File: src/rtl/spi_err_pkg.sv
package spi_err_pkg;
  localparam int ST_W    = 2;
  localparam int UND_BIT = 0;
  localparam int COL_BIT = 1;

  typedef enum logic [1:0] {
    ST_IDLE  = 2'd0,
    ST_RUN   = 2'd1,
    ST_PAUSE = 2'd2
  } eng_state_t;

  typedef enum logic [1:0] {
    SEL_PLAIN0 = 2'b00,
    SEL_PLAIN1 = 2'b01,
    SEL_FRAME0 = 2'b10,
    SEL_FRAME1 = 2'b11
  } sel_mode_t;
endpackage

File: src/rtl/spi_sync.sv
module spi_sync #(
  parameter int             W       = 1,
  parameter logic [W-1:0]   RST_VAL = '0
) (
  input  logic         clk_i,
  input  logic         rst_ni,
  input  logic [W-1:0] d_i,
  output logic [W-1:0] q_o
);
  logic [W-1:0] s1_q, s2_q;

  always_ff @(posedge clk_i or negedge rst_ni) begin
    if (!rst_ni) begin
      s1_q <= RST_VAL;
      s2_q <= RST_VAL;
    end else begin
      s1_q <= d_i;
      s2_q <= s1_q;
    end
  end

  assign q_o = s2_q;
endmodule

File: src/rtl/spi_clkgen.sv
module spi_clkgen #(
  parameter int DIV_W = 8
) (
  input  logic             clk_i,
  input  logic             rst_ni,
  input  logic             run_i,
  input  logic [DIV_W-1:0] div_i,
  output logic             tick_o
);
  logic [DIV_W-1:0] cnt_q;

  assign tick_o = run_i && (cnt_q == div_i);

  always_ff @(posedge clk_i or negedge rst_ni) begin
    if (!rst_ni)               cnt_q <= '0;
    else if (!run_i || tick_o) cnt_q <= '0;
    else                       cnt_q <= cnt_q + 1'b1;
  end
endmodule

File: src/rtl/spi_regs.sv
module spi_regs import spi_err_pkg::*; #(
  parameter int DATA_W = 8
) (
  input  logic              clk_i,
  input  logic              rst_ni,
  input  logic              wr_i,
  input  logic [DATA_W-1:0] wdata_i,
  input  logic              load_i,
  input  logic              st_wr_i,
  input  logic [ST_W-1:0]   st_wdata_i,
  input  logic              und_set_i,
  input  logic              col_set_i,
  output logic [DATA_W-1:0] tdr_o,
  output logic              tdre_o,
  output logic [ST_W-1:0]   status_o
);
  logic [DATA_W-1:0] tdr_q;
  logic              tdre_q;
  logic [ST_W-1:0]   set_vec;

  always_ff @(posedge clk_i or negedge rst_ni) begin
    if (!rst_ni) begin
      tdr_q  <= '0;
      tdre_q <= 1'b1;
    end else if (wr_i) begin
      tdr_q  <= wdata_i;
      tdre_q <= 1'b0;
    end else if (load_i) begin
      tdre_q <= 1'b1;
    end
  end

  always_comb begin
    set_vec          = '0;
    set_vec[UND_BIT] = und_set_i;
    set_vec[COL_BIT] = col_set_i;
  end

  for (genvar gi = 0; gi < ST_W; gi++) begin : g_st
    logic bit_q;
    always_ff @(posedge clk_i or negedge rst_ni) begin
      if (!rst_ni) bit_q <= 1'b0;
      else         bit_q <= set_vec[gi] | (bit_q & ~(st_wr_i & st_wdata_i[gi]));
    end
    assign status_o[gi] = bit_q;
  end

  assign tdr_o  = tdr_q;
  assign tdre_o = tdre_q;
endmodule

File: src/rtl/spi_shift_core.sv
module spi_shift_core import spi_err_pkg::*; #(
  parameter int DATA_W = 8
) (
  input  logic              clk_i,
  input  logic              rst_ni,
  input  logic              en_i,
  input  logic              master_i,
  input  logic              framed_i,
  input  logic              fault_i,
  input  logic              col_i,
  input  logic [DATA_W-1:0] tdr_i,
  input  logic              tdre_i,
  input  logic              tick_i,
  input  logic              ss_s_i,
  input  logic              sck_s_i,
  input  logic              mosi_s_i,
  input  logic              miso_i,
  output logic              load_o,
  output logic              und_set_o,
  output logic              run_o,
  output logic              sck_o,
  output logic              ss_act_o,
  output logic              ser_o,
  output logic [DATA_W-1:0] rx_data_o,
  output logic              rx_valid_o
);
  localparam int              CNT_W = $clog2(DATA_W);
  localparam logic [CNT_W-1:0] LAST = CNT_W'(DATA_W - 1);

  eng_state_t        st_q;
  logic [DATA_W-1:0] sr_q, rx_q, rxd_q;
  logic [CNT_W-1:0]  bit_q;
  logic              sck_q, ss_act_q, rxv_q, ss_q, sck_s_q;
  logic              mst, slv, m_begin, m_last, s_start, s_rise, s_fall, s_last;

  assign mst     = en_i & master_i;
  assign slv     = en_i & ~master_i;
  assign m_begin = mst & ~fault_i & ~col_i & (st_q != ST_RUN) & ~tdre_i;
  assign m_last  = mst & ~fault_i & (st_q == ST_RUN) & tick_i & sck_q & (bit_q == LAST);
  assign s_start = slv & ~ss_s_i & ss_q;
  assign s_rise  = slv & ~ss_s_i & sck_s_i & ~sck_s_q;
  assign s_fall  = slv & ~ss_s_i & ~sck_s_i & sck_s_q;
  assign s_last  = s_fall & (bit_q == LAST);

  assign load_o    = m_begin | ((m_last | s_start | s_last) & ~tdre_i);
  assign und_set_o = (m_last & tdre_i & framed_i) | (s_start & tdre_i);
  assign run_o     = mst & ~fault_i & (st_q == ST_RUN);

  always_ff @(posedge clk_i or negedge rst_ni) begin
    if (!rst_ni) begin
      st_q     <= ST_IDLE;
      sr_q     <= '0;
      rx_q     <= '0;
      rxd_q    <= '0;
      bit_q    <= '0;
      sck_q    <= 1'b0;
      ss_act_q <= 1'b0;
      rxv_q    <= 1'b0;
      ss_q     <= 1'b1;
      sck_s_q  <= 1'b0;
    end else begin
      rxv_q   <= 1'b0;
      ss_q    <= ss_s_i;
      sck_s_q <= sck_s_i;
      if (mst) begin
        if (fault_i) begin
          st_q     <= ST_IDLE;
          sck_q    <= 1'b0;
          ss_act_q <= 1'b0;
          bit_q    <= '0;
        end else if (m_begin) begin
          sr_q     <= tdr_i;
          st_q     <= ST_RUN;
          bit_q    <= '0;
          sck_q    <= 1'b0;
          ss_act_q <= 1'b1;
        end else if (st_q == ST_RUN && tick_i) begin
          sck_q <= ~sck_q;
          if (!sck_q) begin
            rx_q <= {rx_q[DATA_W-2:0], miso_i};
          end else if (bit_q == LAST) begin
            rxd_q <= rx_q;
            rxv_q <= 1'b1;
            bit_q <= '0;
            if (!tdre_i) sr_q <= tdr_i;
            else if (framed_i) begin
              st_q     <= ST_IDLE;
              ss_act_q <= 1'b0;
            end else st_q <= ST_PAUSE;
          end else begin
            sr_q  <= {sr_q[DATA_W-2:0], 1'b0};
            bit_q <= bit_q + 1'b1;
          end
        end
      end else begin
        st_q     <= ST_IDLE;
        sck_q    <= 1'b0;
        ss_act_q <= 1'b0;
        if (!slv || ss_s_i) begin
          bit_q <= '0;
        end else if (s_start) begin
          sr_q  <= tdre_i ? '1 : tdr_i;
          bit_q <= '0;
        end else if (s_rise) begin
          rx_q <= {rx_q[DATA_W-2:0], mosi_s_i};
        end else if (s_last) begin
          rxd_q <= rx_q;
          rxv_q <= 1'b1;
          bit_q <= '0;
          sr_q  <= tdre_i ? '1 : tdr_i;  // continued byte without data is padded
        end else if (s_fall) begin
          sr_q  <= {sr_q[DATA_W-2:0], 1'b0};
          bit_q <= bit_q + 1'b1;
        end
      end
    end
  end

  assign sck_o      = sck_q;
  assign ss_act_o   = ss_act_q;
  assign ser_o      = sr_q[DATA_W-1];
  assign rx_data_o  = rxd_q;
  assign rx_valid_o = rxv_q;
endmodule

File: src/rtl/spi_err_engine.sv
module spi_err_engine import spi_err_pkg::*; #(
  parameter int DATA_W = 8,
  parameter int DIV_W  = 8
) (
  input  logic              clk_i,
  input  logic              rst_ni,
  input  logic              en_i,
  input  logic              master_i,
  input  logic [1:0]        ssmd_i,
  input  logic              mm_en_i,
  input  logic              ss_as_in_i,
  input  logic [DIV_W-1:0]  div_i,
  input  logic              wr_data_i,
  input  logic [DATA_W-1:0] wdata_i,
  input  logic              st_wr_i,
  input  logic [1:0]        st_wdata_i,
  output logic              tdre_o,
  output logic [1:0]        status_o,
  output logic              irq_o,
  output logic [DATA_W-1:0] rx_data_o,
  output logic              rx_valid_o,
  input  logic              sck_i,
  input  logic              mosi_i,
  input  logic              miso_i,
  input  logic              ss_in_ni,
  output logic              sck_o,
  output logic              sck_oe_o,
  output logic              mosi_o,
  output logic              mosi_oe_o,
  output logic              miso_o,
  output logic              miso_oe_o,
  output logic              ss_out_no,
  output logic              ss_oe_o
);
  localparam int SYNC_W = 3;

  logic [SYNC_W-1:0] sync_q;
  logic              ss_s, sck_s, mosi_s;
  logic              framed, fault, tick, run, load, und_set, ss_act, ser;
  logic [DATA_W-1:0] tdr;

  spi_sync #(.W(SYNC_W), .RST_VAL(3'b100)) u_sync (
    .clk_i  (clk_i),
    .rst_ni (rst_ni),
    .d_i    ({ss_in_ni, sck_i, mosi_i}),
    .q_o    (sync_q)
  );
  assign {ss_s, sck_s, mosi_s} = sync_q;

  always_comb begin
    unique case (sel_mode_t'(ssmd_i))
      SEL_FRAME0, SEL_FRAME1: framed = 1'b1;
      default:                framed = 1'b0;
    endcase
  end

  assign fault = en_i & master_i & mm_en_i & ss_as_in_i & ~ss_s;

  spi_clkgen #(.DIV_W(DIV_W)) u_clkgen (
    .clk_i  (clk_i),
    .rst_ni (rst_ni),
    .run_i  (run),
    .div_i  (div_i),
    .tick_o (tick)
  );

  spi_regs #(.DATA_W(DATA_W)) u_regs (
    .clk_i      (clk_i),
    .rst_ni     (rst_ni),
    .wr_i       (wr_data_i),
    .wdata_i    (wdata_i),
    .load_i     (load),
    .st_wr_i    (st_wr_i),
    .st_wdata_i (st_wdata_i),
    .und_set_i  (und_set),
    .col_set_i  (fault),
    .tdr_o      (tdr),
    .tdre_o     (tdre_o),
    .status_o   (status_o)
  );

  spi_shift_core #(.DATA_W(DATA_W)) u_core (
    .clk_i      (clk_i),
    .rst_ni     (rst_ni),
    .en_i       (en_i),
    .master_i   (master_i),
    .framed_i   (framed),
    .fault_i    (fault),
    .col_i      (status_o[COL_BIT]),
    .tdr_i      (tdr),
    .tdre_i     (tdre_o),
    .tick_i     (tick),
    .ss_s_i     (ss_s),
    .sck_s_i    (sck_s),
    .mosi_s_i   (mosi_s),
    .miso_i     (miso_i),
    .load_o     (load),
    .und_set_o  (und_set),
    .run_o      (run),
    .sck_o      (sck_o),
    .ss_act_o   (ss_act),
    .ser_o      (ser),
    .rx_data_o  (rx_data_o),
    .rx_valid_o (rx_valid_o)
  );

  assign irq_o     = |status_o;
  assign mosi_o    = ser;
  assign miso_o    = ser;
  assign ss_out_no = ~ss_act;
  assign sck_oe_o  = en_i & master_i & ~status_o[COL_BIT];
  assign mosi_oe_o = en_i & master_i & ~status_o[COL_BIT];
  assign miso_oe_o = en_i & ~master_i & ~ss_s;
  assign ss_oe_o   = en_i & master_i & ~ss_as_in_i;
endmodule

File: config.mk
export PLATFORM = sky130hd
export DESIGN_NAME = spi_err_engine
export DESIGN_NICKNAME = d
export VERILOG_FILES = /design/src/rtl/spi_err_pkg.sv /design/src/rtl/spi_sync.sv /design/src/rtl/spi_clkgen.sv /design/src/rtl/spi_regs.sv /design/src/rtl/spi_shift_core.sv /design/src/rtl/spi_err_engine.sv
export SDC_FILE = /design/constraint.sdc
export NUM_CORES = 1
export LEC_CHECK = 0
export ABC_CLOCK_PERIOD_IN_PS = 2090
export CORE_MARGIN = 2
export CORE_UTILIZATION = 46
export CTS_CLUSTER_SIZE = 20
export DETAILED_ROUTE_END_ITERATION = 6
export GPL_ROUTABILITY_DRIVEN = 0
export PLACE_DENSITY = 0.75
export SYNTH_ARGS = -nofsm -noshare
export SYNTH_HDL_FRONTEND = slang
export SYNTH_SLANG_ARGS = --single-unit
File: constraint.sdc
create_clock -name clk_i -period 2.09 [get_ports clk_i]
set_input_delay 0.209 -clock clk_i [delete_from_list [all_inputs] [get_ports clk_i]]
set_output_delay 0.209 -clock clk_i [all_outputs]
set_load 0.005 [all_outputs]
==> results_dict.tcl, run 1 <==
set metrics [dict create \
    cts_root_buf "clkbuf_8" \
    cts_buffer_depth 2 \
    clk_pin_slew_worst_paths_ns 0.06 \
    syn_area_per_cell_um2 12.28 \
    fin_area_um2 3676 \
    cts_tree "built" \
    drive_gt1_share_pct 29.14 \
    final.setup.worst_slack_ns 0.04488 \
    maxSlewHeadroom_pct 64.78 \
    first_global_vias 1944 \
    setup.worst_path.class "reg -> reg" \
    drtIter0Drc 116 \
    p_leak_uw 0.001731 \
    ff2ff_setup_slack_ns 0.04 \
    synthTopCellsByArea "dfrtp_1, mux2_2, dfstp_2, xnor2_1, mux2i_1" \
    place_area_um2 3401 \
    final_cells 374 \
    drv_slew 0 \
    yosysTopAreaCell "dfrtp_1" \
    path_max_fanout 8 \
    synth.top_cells.by_count "dfrtp_1, mux2_2, nor2_1" \
    timing.rr.end "u_core.rx_q[0]" \
    worst_pin_slew_ns 0.5284 \
    end_kind "register" \
    crit_path_start_kind "register" \
    synth_top_area_share_pct 51.16 \
    ios 53 \
    final-setup-viol-count 0 \
    post-place-ws_ns -0.2258 \
    synthArstFlopShare_pct 100.0 \
    fmax_mhz 489.0 \
    status "finished clean" \
    ir_worst_vdd_mv 0.4976 \
    worstRegToRegCells 5 \
    holdPathStages 1 \
    synth_edf_count 0 \
    die_h_um 80.47 \
    min_from "ss_in_ni" \
    overflow 0 \
    fin_crit_ns 2.045 \
    synth-seq-cells 59 \
    fin_skew_ns 0.007230 \
    drt_drc_violations_left 0 \
    r2r_start "u_sync.q_o[2]" \
    syn_area_um2 2690 \
    crit_buf_inv 1 \
    cp_slowest_cell "or3b_2" \
    routedWlPerCell_um 13.92 \
    drtAntennaViolNets 0 \
    path_cells "buf_4 -> or3b_2 -> o32ai_1 -> o221a_4 -> mux2_2" \
    hpwl_mm 3.785 \
    dpl.cell_count 356 \
    hp-class "in -> reg" \
    ys_warn_count 0 \
    synthFlopType "dfrtp_1" \
    power_uw 2899 \
    io_buffers 51 \
    yosysMostFrequentCell "dfrtp_1" \
    max_stage_delay_ns 0.47 \
    n_antenna_cell 0 \
    drtPass1Iterations 4 \
    htreeDepth 3 \
    setup_tns_ns 0 \
    start_util_pct 48.26 \
    yosysSeqAreaShare_pct 55.07 \
    die_w_um 80.47 \
    fin_crit_sh_pct 97.85 \
    totalWireLength_mm 5.207 \
    antenna_found_initial 0 \
    rsz0062_at_grt "yes" \
    grtUsageTotal_pct 18.09 \
    grt_pass1_wl_mm 8.707 \
    syn-num-nets 254 \
    hold_violations 0 \
    rows 27 \
    numCtsBuffers 9 \
    crit_required_ns 2.31 \
    dieArea_um2 6475 \
    clk_latency_ns 0.34 \
    cts_sinks 59 \
    fillCellCount 416 \
    ys_types 49 \
    vias 1889 \
    core_um2 5574 \
    critPathArrivalTime_ns 2.26 \
    holdPathEnd "u_sync.s1_q[2]" \
    viasPerCell 5.051 \
    cp_top_family "compound AO/OA/AOI/OAI gates" \
    grt_max_degree 26 \
    cp.depth 5 \
    areaGrowthSynthToFinish_pct 36.65 \
    final_nets 332 \
    maxCapViolations 0 \
    syn_inst 219 \
    power_per_cell_area_nw_per_um2 788.5 \
]
[worst reg2reg max path, cell delays in order (launching register included)]
cell	delay, ns
dfstp_2	0.38
buf_4	0.13
or3b_2	0.47
o32ai_1	0.28
o221a_4	0.31
mux2_2	0.36
[cell families after synthesis]
family / after synthesis / share of synthesized area [%]
AO/OA/AOI/OAI: 30 / 8.838
XOR/XNOR: 15 / 4.883
flip-flops: 59 / 55.07
AND/OR/NAND/NOR: 55 / 12.14
adder cells (fa/ha/maj): 3 / 1.395
buffers and inverters: 24 / 4.232
multiplexers: 33 / 13.44
[power by group]
part / leakage [uW] / internal (uW) / total [uW] / switching [uW]
Combinational: 0.000872 / 272 / 445 / 173
Sequential: 0.000757 / 1280 / 1380 / 96.2
Clock: 0.000102 / 617 / 1080 / 459
Total: 0.00173 / 2170 / 2900 / 728
[layer usage]
layer / wire, um / up-vias / global-route usage, %
met2: 2476 / 59 / 29.17
li1: - / 917 / -
met5: 0 / - / 0
met3: 260 / 8 / 4.157
met1: 2354 / 905 / 22.14
met4: 115 / 0 / 10.68
[cell usage in the layout (no fill, tap or decap), types with 4 or more instances in the layout]
cell type	netlist	layout
clkdlybuf4s50_1	0	49
dfrtp_1	55	55
nor2_1	17	17
nand3_1	6	6
xnor2_1	10	8
xor2_1	5	5
mux2_2	25	24
buf_4	4	23
inv_1	15	15
clkbuf_8	0	11
o22ai_1	9	9
mux2i_1	8	8
dfstp_2	4	4
nand2_1	11	11
[repair_timing]
action	CTS	global route
pin swaps	0	2
buffers inserted	0	1
setup endpoints to repair	6	17
hold buffers	1	0
hold endpoints to repair	22	0
gates resized for setup	2	7
[worst max path at each step]
stage / slack, ns / start / endpoint
floorplan: 0.09 / u_sync.q_o[2] / u_core.rx_q[0]
global placement: -0.18 / en_i / u_core.rx_q[4]
detailed placement: -0.23 / en_i / u_core.rx_q[0]
CTS: 0.03 / u_sync.q_o[2] / u_core.rx_q[0]
global route: -0.03 / u_sync.q_o[2] / u_core.rx_q[0]
finish: 0.04 / u_sync.q_o[2] / u_core.rx_q[0]
[state kept, by name (all words and copies together) (netlist names)]
register / cells
u_clkgen.cnt_q: 8
u_core.rx_data_o: 8
u_core.rx_q: 8
u_core.sr_q: 8
u_regs.tdr_o: 8
u_core.bit_q: 3
u_sync.q_o: 3
u_sync.s1_q: 3
u_core.st_q: 2
u_regs.g_st.bit_q: 2
u_core.rx_valid_o: 1
u_core.sck_o: 1
u_core.sck_s_q: 1
u_core.ss_act_o: 1
u_core.ss_q: 1
u_regs.tdre_o: 1
[through the flow]
stage | hold WS, ns | util [%]
after detailed placement | 0.2213 | 61.01
final | 0.2871 | 65.95
after floorplan | -0.08659 | -
after global placement | 0.2268 | 61.01
after global routing | 0.2939 | 65.95
after CTS | 0.2778 | 65.10
[final cells by class]
type | instances | area, um^2 | share of cell area [%]
multi-input cells | 136 | 1130 | 30.74
well taps | 72 | 90.09 | 2.451
clock buffers | 11 | 151.4 | 4.118
inverters | 15 | 56.30 | 1.532
repair buffers | 76 | 708.2 | 19.26
clock inverters | 5 | 58.81 | 1.600
flip-flops and latches | 59 | 1481 | 40.30
Note: power is estimated with default switching activity, not from simulation.
==> run 2: changes to the inputs <==
SETUP_SLACK_MARGIN = 0.2   (was unset)
==> results_dict.tcl, run 2 (synthesized netlist as in run 1, its figures left out) <==
set metrics [dict create \
    fin_crit_ns 2.030 \
    fin_skew_ns 0.007393 \
    clk_latency_ns 0.34 \
    path_cells "nand3b_4 -> or3b_4 -> nor3_4 -> o221a_4 -> mux2_2" \
    cts_tree "built" \
    p_leak_uw 0.001755 \
    crit_path_start_kind "register" \
    first_global_vias 2017 \
    cts_sinks 59 \
    maxCapViolations 0 \
    drv_slew 0 \
    final-setup-viol-count 0 \
    drtAntennaViolNets 0 \
    core_um2 5574 \
    power_per_cell_area_nw_per_um2 764.3 \
    place_area_um2 3408 \
    worst_pin_slew_ns 0.4989 \
    viasPerCell 5.210 \
    layout_common_cells "dfrtp_1, clkdlybuf4s50_1, mux2_2, buf_4, nor2_1" \
    areaGrowthSynthToFinish_pct 38.19 \
    dieArea_um2 6475 \
    ios 53 \
    status "finished clean" \
    start_util_pct 48.26 \
    critPathArrivalTime_ns 2.25 \
    totalWireLength_mm 5.509 \
    drive_gt1_share_pct 29.93 \
    fin_area_um2 3717 \
    ir_worst_vdd_mv 0.4207 \
    die_h_um 80.47 \
    clk_pin_slew_worst_paths_ns 0.06 \
    final_common_cell "dfrtp_1" \
    io_buffers 51 \
    cp_top_family "simple AND/OR/NAND/NOR gates" \
    drtIter0Drc 94 \
    htreeDepth 3 \
    hp-class "in -> reg" \
    grt_pass1_wl_mm 9.032 \
    path_max_fanout 8 \
    setup.worst_path.class "reg -> reg" \
    ff2ff_setup_slack_ns 0.06 \
    fin_crit_sh_pct 97.15 \
    grtUsageTotal_pct 18.55 \
    crit_required_ns 2.31 \
    hpwl_mm 3.652 \
    post-place-ws_ns -0.2283 \
    antenna_found_initial 0 \
    cp_slowest_cell "dfstp_2" \
    final_nets 334 \
    die_w_um 80.47 \
    max_stage_delay_ns 0.55 \
    numCtsBuffers 9 \
    rsz0062_at_grt "yes" \
    grt_max_degree 34 \
    end_kind "register" \
    cts_root_buf "clkbuf_8" \
    hold_violations 0 \
    vias 1959 \
    power_uw 2841 \
    crit_buf_inv 0 \
    maxSlewHeadroom_pct 66.39 \
    drt_drc_violations_left 0 \
    n_antenna_cell 0 \
    overflow 0 \
    fmax_mhz 492.5 \
    final.setup.worst_slack_ns 0.05950 \
    drtPass1Iterations 4 \
    rows 27 \
    cts_buffer_depth 2 \
    worst_hold_slack_ns 0.2920 \
    routedWlPerCell_um 14.65 \
]
run 2: cell count changes in the layout (fill, tap and decap cells not counted), moves of 2 or more:
cell / before / now
xnor2_2: 2 / 0
dlymetal6s2s_1: 0 / 2
clkbuf_1: 0 / 4
buf_6: 0 / 2
o32ai_1: 2 / 0
o32ai_2: 0 / 2
clkdlybuf4s50_1: 49 / 47
xnor2_1: 8 / 10
clkinvlp_4: 2 / 0
run 2: worst reg2reg max path: stages, from the launching register on:
cell and delay, ns:
dfstp_2 0.55, nand3b_4 0.13, or3b_4 0.44, nor3_4 0.17
o221a_4 0.29, mux2_2 0.35
run 2: final cells by class:
| type | count | area, um^2 |
|---|---|---|
| fill | 435 | 1857 |
| sequential | 59 | 1481 |
| multi-input combinational | 137 | 1179 |
| timing repair buffer | 77 | 723.2 |
| clock buffer | 14 | 152.6 |
| tap | 72 | 90.09 |
| inverter | 15 | 56.30 |
| clock inverter | 2 | 35.03 |
run 2: repair_timing:
action,in CTS,in global routing
setup buffers,2,2
hold buffers,1,0
pin swaps,8,6
endpoints found under the hold margin,55,0
setup endpoints to repair,31,35
resized for setup,10,10
gates cloned,1,0
run 2: final timing paths:
kind / from / endpoint / cells after the start
setup / recovery: u_sync.q_o[2] / u_core.rx_q[2] / 5
hold / removal: ss_in_ni / u_sync.s1_q[2] / 1
setup reg to reg: u_sync.q_o[2] / u_core.rx_q[2] / 5
hold reg to reg: u_sync.s1_q[1] / u_sync.q_o[1] / 0
max in group asynchronous: rst_ni / u_regs.tdre_o / 3
min in group asynchronous: rst_ni / u_core.ss_act_o / 3
run 2: per-stage QoR:
stage	utilization (%)	setup TNS, ns	cells
after detailed placement	61.14	-3.395	354
after global placement	61.14	-2.643	354
after floorplan	-	0	219
after global routing	66.69	0	376
after CTS	65.99	0	374
final	66.69	0	376
run 2: routing by layer:
layer / part of all wire [%] / global-route usage [%] / wire length (um)
met2: 48 / 29.83 / 2650
met1: 45 / 23.02 / 2460
met5: 0 / 0 / 0
met3: 5.2 / 5.169 / 285
met4: 2.1 / 8.983 / 113
run 2: power by group:
part	switching [uW]	internal [uW]	total, uW
Clock	433	584	1020
Sequential	94.2	1280	1380
Combinational	180	268	448
Total	707	2130	2840
